File: config.mk
export PLATFORM = sky130hd
export DESIGN_NAME = mbox_queue
export DESIGN_NICKNAME = d
export VERILOG_FILES = /design/src/rtl/mbox_pkg.sv /design/src/rtl/mbox_ctrl.sv /design/src/rtl/mbox_data.sv /design/src/rtl/mbox_queue.sv
export SDC_FILE = /design/constraint.sdc
export NUM_CORES = 1
export LEC_CHECK = 0
export BUFFER_PORTS_ARGS = -buffer_cell sky130_fd_sc_hd__clkbuf_2
export CAP_MARGIN = 20
export CORE_MARGIN = 2
export CORE_UTILIZATION = 34
export DETAILED_ROUTE_END_ITERATION = 8
export PLACE_DENSITY = 0.48
export SYNTH_ARGS = -nofsm -noshare
export SYNTH_HDL_FRONTEND = slang
export SYNTH_HIERARCHICAL = 1
export SYNTH_SLANG_ARGS = --single-unit
export TNS_END_PERCENT = 50
File: constraint.sdc
create_clock -name clk -period 10.4 [get_ports clk]
set_clock_uncertainty 0.1 [all_clocks]
set_input_delay 0 -clock clk [delete_from_list [all_inputs] [get_ports clk]]
set_output_delay 0 -clock clk [all_outputs]
set_load 0.02 [all_outputs]
File: src/rtl/mbox_pkg.sv
package mbox_pkg;

  // Strobes from control to datapath for one cycle
  typedef struct packed {
    logic push;    // store wrData at the tail
    logic takeLo;  // register lower half of the head
    logic takeHi;  // register upper half of the head (head is retired)
  } mbox_strobe_t;

endpackage

File: src/rtl/mbox_ctrl.sv
module mbox_ctrl
  import mbox_pkg::*;
#(
  parameter int DEPTH  = 16,
  parameter int AW     = 4,
  parameter int LO_OFS = 4,
  parameter int HI_OFS = 8,
  localparam int PW    = $clog2(DEPTH)
) (
  input  logic          clk,
  input  logic          rstN,
  input  logic          wrValid,
  input  logic          rdEn,
  input  logic [AW-1:0] rdAddr,
  output mbox_strobe_t  strobe,
  output logic [PW-1:0] wrIdx,
  output logic [PW-1:0] rdIdx,
  output logic          notEmpty,
  output logic          full,
  output logic          overflow
);

  logic [PW:0] wrPtr;
  logic [PW:0] rdPtr;
  logic [PW:0] count;
  logic        hitLo;
  logic        hitHi;

  assign count    = wrPtr - rdPtr;
  assign notEmpty = (wrPtr != rdPtr);
  assign full     = (wrPtr[PW-1:0] == rdPtr[PW-1:0]) && (wrPtr[PW] != rdPtr[PW]);
  assign wrIdx    = wrPtr[PW-1:0];
  assign rdIdx    = rdPtr[PW-1:0];

  assign hitLo = rdEn && (rdAddr == AW'(LO_OFS));
  assign hitHi = rdEn && (rdAddr == AW'(HI_OFS));

  always_comb begin
    strobe.push   = wrValid && !full;
    strobe.takeLo = hitLo && notEmpty;
    strobe.takeHi = hitHi && notEmpty;
  end

  always_ff @(posedge clk) begin
    if (!rstN) begin
      wrPtr    <= '0;
      rdPtr    <= '0;
      overflow <= 1'b0;
    end else begin
      if (strobe.push)      wrPtr <= wrPtr + 1'b1;
      if (strobe.takeHi)    rdPtr <= rdPtr + 1'b1;
      if (wrValid && full)  overflow <= 1'b1;
    end
  end

  // a full queue is never reported empty
  a_r6_full_has_entries: assert property (@(posedge clk) disable iff (!rstN)
    full |-> notEmpty);

  // dropped write leaves the tail where it was
  a_r7_drop_when_full: assert property (@(posedge clk) disable iff (!rstN)
    (wrValid && full) |=> $stable(wrPtr));

  // overflow flag is sticky
  a_r7_overflow_sticky: assert property (@(posedge clk) disable iff (!rstN)
    overflow |=> overflow);

  // a low-half read never retires the head
  a_r3_lo_no_pop: assert property (@(posedge clk) disable iff (!rstN)
    (hitLo && !hitHi) |=> $stable(rdPtr));

  // reading an empty queue moves nothing on the read side
  a_r8_empty_read_still: assert property (@(posedge clk) disable iff (!rstN)
    (rdEn && !notEmpty) |=> $stable(rdPtr));

  // push plus pop keeps occupancy
  a_r9_pushpop_count: assert property (@(posedge clk) disable iff (!rstN)
    (strobe.push && strobe.takeHi) |=> (count == $past(count)));

  // occupancy never exceeds the depth
  a_r6_count_bound: assert property (@(posedge clk) disable iff (!rstN)
    count <= (PW+1)'(DEPTH));

endmodule

File: src/rtl/mbox_data.sv
module mbox_data
  import mbox_pkg::*;
#(
  parameter int DEPTH  = 16,
  parameter int DW     = 64,
  localparam int PW    = $clog2(DEPTH),
  localparam int HW    = DW / 2
) (
  input  logic          clk,
  input  logic          rstN,
  input  mbox_strobe_t  strobe,
  input  logic [PW-1:0] wrIdx,
  input  logic [PW-1:0] rdIdx,
  input  logic [DW-1:0] wrData,
  output logic [HW-1:0] rdData
);

  logic [DW-1:0] store [DEPTH];
  logic [DW-1:0] headWord;

  assign headWord = store[rdIdx];

  always_ff @(posedge clk) begin
    if (strobe.push) store[wrIdx] <= wrData;
  end

  always_ff @(posedge clk) begin
    if (!rstN)              rdData <= '0;
    else if (strobe.takeHi) rdData <= headWord[DW-1:HW];
    else if (strobe.takeLo) rdData <= headWord[HW-1:0];
    else                    rdData <= '0;
  end

  // cycles without a qualified read leave zero on the bus
  a_r10_idle_zero: assert property (@(posedge clk) disable iff (!rstN)
    !(strobe.takeLo || strobe.takeHi) |=> (rdData == '0));

  // both halves are never selected at once
  a_r4_one_half: assert property (@(posedge clk) disable iff (!rstN)
    !(strobe.takeLo && strobe.takeHi));

endmodule

File: src/rtl/mbox_queue.sv
module mbox_queue
  import mbox_pkg::*;
#(
  parameter int DEPTH  = 16,
  parameter int DW     = 64,
  parameter int AW     = 4,
  parameter int LO_OFS = 4,
  parameter int HI_OFS = 8,
  localparam int PW    = $clog2(DEPTH),
  localparam int HW    = DW / 2
) (
  input  logic          clk,
  input  logic          rstN,
  input  logic          wrValid,
  input  logic [DW-1:0] wrData,
  input  logic          rdEn,
  input  logic [AW-1:0] rdAddr,
  output logic [HW-1:0] rdData,
  output logic          notEmpty,
  output logic          full,
  output logic          overflow
);

  mbox_strobe_t  strobe;
  logic [PW-1:0] wrIdx;
  logic [PW-1:0] rdIdx;

  mbox_ctrl #(
    .DEPTH(DEPTH), .AW(AW), .LO_OFS(LO_OFS), .HI_OFS(HI_OFS)
  ) u_ctrl (
    .clk(clk), .rstN(rstN), .wrValid(wrValid), .rdEn(rdEn), .rdAddr(rdAddr),
    .strobe(strobe), .wrIdx(wrIdx), .rdIdx(rdIdx),
    .notEmpty(notEmpty), .full(full), .overflow(overflow)
  );

  mbox_data #(
    .DEPTH(DEPTH), .DW(DW)
  ) u_data (
    .clk(clk), .rstN(rstN), .strobe(strobe), .wrIdx(wrIdx), .rdIdx(rdIdx),
    .wrData(wrData), .rdData(rdData)
  );

endmodule

# After elaboration in Yosys (flattened, before gate mapping)
# Memories as Yosys holds them, arrays and structs flattened. A register that Yosys moved wholly into a read port is not among the register bits.
# Index checks and enable logic that the tools add are counted.
# word_totals
reg_bits,43
ram_bits,1024
in_bits,72
output_inout_bits,35
word_cells,26
memories,1
# classes
n_addsub,2
eq_ne,5
n_mux,6
n_reduce_logical,8
# mem_list
name,words,width,read_ports,rd_clocked_by_memory_dff,wr,line_no,source
u_data.store,16,64,1,1,1,mbox_data.sv:18,logic [DW-1:0] store [DEPTH];
# ops
operator,count
32-bit two-way mux,2
"5-bit by 1-bit adder with 5-bit output, second input constant",2
4-bit two-way mux,2
1-bit logical AND,7
5-bit inequality test,1
"4-bit by 3-bit equality test with 1-bit output, second input constant",1
4-bit equality test,1
"4-bit equality test, second input constant",1
1-bit two-way mux,2
1-bit logical NOT,1
1-bit inequality test,1

# Depth between registers and ports, before layout
# logic_depth
depth_word,6
ltp_mapped,10
mapped_depth_nobuf,8

# Modules after synthesis
# The synthesis kept the hierarchy.
# by_module_without_submodules
module,n_inst,cells_per_inst,area_each_um2,seq_area_each_um2
mbox_data,1,1950,39963.3,31390.1
mbox_ctrl,1,86,799.5,220.2

# Least setup slack after synthesis
# OpenSTA, ideal clock, no wires.
# synth_timing
path_type,register to register
from,register u_ctrl.wrPtr[0]
to,"memory u_data.store[0][0], enable pin"
setup_time_ns,0.565
arrival_time_ns,5.952
t_required_ns,9.735
setup_slack_ns,3.784
path_stages_with_launch,7
n_path_buf,1
synth_period_minus_slack_ns,6.616
path_cell_list,dfxtp_1 xor2_1 nor4_4 buf_6 a21oi_4 or3b_2 nor3_1
# synth_lines
element,line_no,source
start: declaration,mbox_ctrl.sv:23,logic [PW:0] wrPtr;
start signal: assignment,mbox_ctrl.sv:50,if (strobe.push) wrPtr <= wrPtr + 1'b1;
end: declaration,mbox_data.sv:18,

==> results.cfg <==
[yosys]
async_reset_ff_share_pct = 0
syn_nets = 2110
ys_types = 42
synth_seq_cells = 1067
yosysWarningCount = 6
syn_area_um2 = 40760
netlist_top_cells_area = edfxtp_1 (75%), mux4_2 (6.9%), mux2i_1 (6.6%)
synth-main-ff-cell = edfxtp_1
synth_top_area_share_pct = 75.44
synth_edf_count = 1024
synth_area_leader_cell = edfxtp_1
syn_area_per_cell_um2 = 20.02
synthCells = 2036
yosysSeqAreaShare_pct = 77.55

[floorplanning]
ioPinCount = 107
die_area_um2 = 122700
fp.dieW_um = 350.3
fp.coreArea_um2 = 119500
start_util_pct = 34.11
die_y_um = 350.3
fp-row-count = 127

[routing]
wl_per_cell_um = 27.44
vias_per_cell = 5.178
ant_nets = 0
drt-initial-drc-count = 1704
firstDrtPassIters = 5
drc = 0
vias = 20489
wirelength_um = 108600

[placement]
dp_cells = 3675
numPortBuffers = 106
gp_congestion = 0.7183
dpl.hpwl_um = 56420

[sta]
setup_viol = 0
hold_viol_final = 0
slew_headroom_pct = 25.39
hold_ws_ps = 180.7
finalCriticalPeriod_ps = 4759
finalSetupTns_ps = 0
finalCritPeriodShare_pct = 45.76
maxSlewViolCount = 0
rsz0062_at_grt = false
worst_pin_slew_ps = 1119
fmax_ghz = 0.2101

[clocking]
clkSinkCount = 1067
cts_tree = yes
root_buffer = clkbuf_16
htreeDepth = 3
clk_path_buf_depth = 3
numCtsBuffers = 110
clock_latency_ps = 680
clk_pin_slew_ps = 60

[critical_path]
reg2reg_depth = 9
path_max_fanout = 55
slowest_delay_ps = 990
path_cells = xor2_1 -> nor4_4 -> a2111oi_4 -> and4b_2 -> buf_4 -> nor2b_4 -> buf_4 -> a21oi_1 -> nand4_1
slowest_stage = dfxtp_4
startpoint_type = flip-flop
worstPathArrival_ps = 5260
cp_common_cell = buf_4
endpoint_kind = flip-flop
cp.required_ps = 10900
critPathKind = reg -> reg

[layout]
finalNetCount = 2323
synthToLayoutAreaGrowth_pct = 15.84
final_cells = 3957
drive_gt1_share_pct = 19.74

[global_route]
gr-usage-met1_pct = 24.73
overflow = 0
grt_usage_pct = 17.62
grt_pass1_vias = 21235
use_met2_pct = 29.10
grt_pass1_wl_um = 155800
top_usage_layer = met2
antenna_found_initial = 13
use_met3_pct = 2.465
grt_max_degree = 112

[job]
maxCapViolations = 0

[pwr]
p_leak_nw = 14.46
power.density_nw_per_um2 = 184.9
vdd_drop_max_v = 0.0001268

[min_path]
hp-class = in -> reg
whs_path_depth = 4

[outcome]
outcome = finished clean
[final cells by class]
class / instances / area, µm²
antenna: 5 / 12.51
clock buffer: 167 / 3148
clock inverter: 36 / 276.5
fill: 10900 / 72270
inverter: 6 / 22.52
multi-input combinational: 839 / 8492
sequential: 1067 / 31620
tap: 1612 / 2017
timing repair buffer: 225 / 1634
[report_power, final]
group / internal (mW) / leakage, nW / switching, mW
Sequential: 4.76 / 9.60 / 0.0138
Clock: 2.15 / 1.67 / 1.60
Combinational: 0.0666 / 3.19 / 0.146
[cells in the mapped netlist, drive strengths merged, types with 3 or more instances]
library cell	n
edfxtp	1024
xor2	5
o211ai	4
dfxtp	43
inv	6
nand3	67
and3	64
nor2	14
nor3	6
a2111oi	3
nand3b	4
nand2b	8
a21oi	67
a22oi	131
clkbuf	39
nand2	14
nand4	37
mux4	124
nor2b	4
buf	85
mux2i	270
[path summary, 6_finish.rpt]
kind | to | slack (ps) | startpoint
min | u_ctrl/overflow | 180 | wrValid
max reg2reg | u_data/rdData[13] | 5640 | u_ctrl/rdPtr[2]
min reg2reg | u_ctrl/rdPtr[4] | 410 | u_ctrl/rdPtr[4]
max | u_data/rdData[13] | 5640 | u_ctrl/rdPtr[2]
[layout by cell type (no fill, tap or decap), drive strengths merged, types with 14 or more instances in the layout]
cell and n:
edfxtp 1024, clkbuf 273, mux2i 270, a22oi 131
mux4 124, dlygate4sd3 74, nand3 67, a21oi 67
and3 64, buf 45, dfxtp 43, nand4 37
clkinv 28, nand2 14, nor2 14
[layer usage]
metal | up-vias | wire (µm)
li1 | 8837 | -
met3 | 106 | 5159
met2 | 536 | 52920
met1 | 11002 | 48830
met4 | 8 | 1597
met5 | - | 52
[timing repair]
| item | CTS | global route |
|---|---|---|
| endpoints found under the hold margin | 1044 | 0 |
| resized for setup | 0 | 0 |
| setup buffers | 0 | 0 |
| hold buffers | 74 | 0 |
[kinds of logic (layout without fill, tap and decap cells)]
kind of cell / Yosys count / count (layout) / share of synthesized area, %
multiplexers: 394 / 394 / 13.48
other: 0 / 5 / 0
AND/OR/NAND/NOR: 227 / 227 / 3.186
XOR/XNOR: 6 / 6 / 0.1289
AO/OA/AOI/OAI: 210 / 210 / 3.591
adder cells (fa/ha/maj): 2 / 2 / 0.06138
flip-flops: 1067 / 1067 / 77.55
buffers and inverters: 130 / 434 / 2.004
[critical path, delay by kind of cell (launching register included)]
kind,cells,cell delay [ps]
DFF,1,990
AOI/OAI and AO/OA,2,380
buffers and inverters,2,990
xor gates and xnor gates,1,220
and+or+nand+nor,4,1940
[metrics by stage]
stage	utilization, %	setup WS (ps)	power (mW)	instance area [µm²]
floorplan	-	3784	4.945	40760
global placement	36.02	5640	5.045	43040
detailed placement	36.02	5584	5.054	43040
CTS	39.51	5550	8.833	47210
global route	39.51	5407	9.020	47210
finish	39.52	5641	8.734	47220
[registers in the layout (all words and copies together), names as in the netlist]
register         cells
u_ctrl/overflow      1
u_ctrl/wrPtr         5
u_data/store      1024
u_ctrl/rdPtr         5
u_data/rdData       32
(Power assumes the default switching activity.)
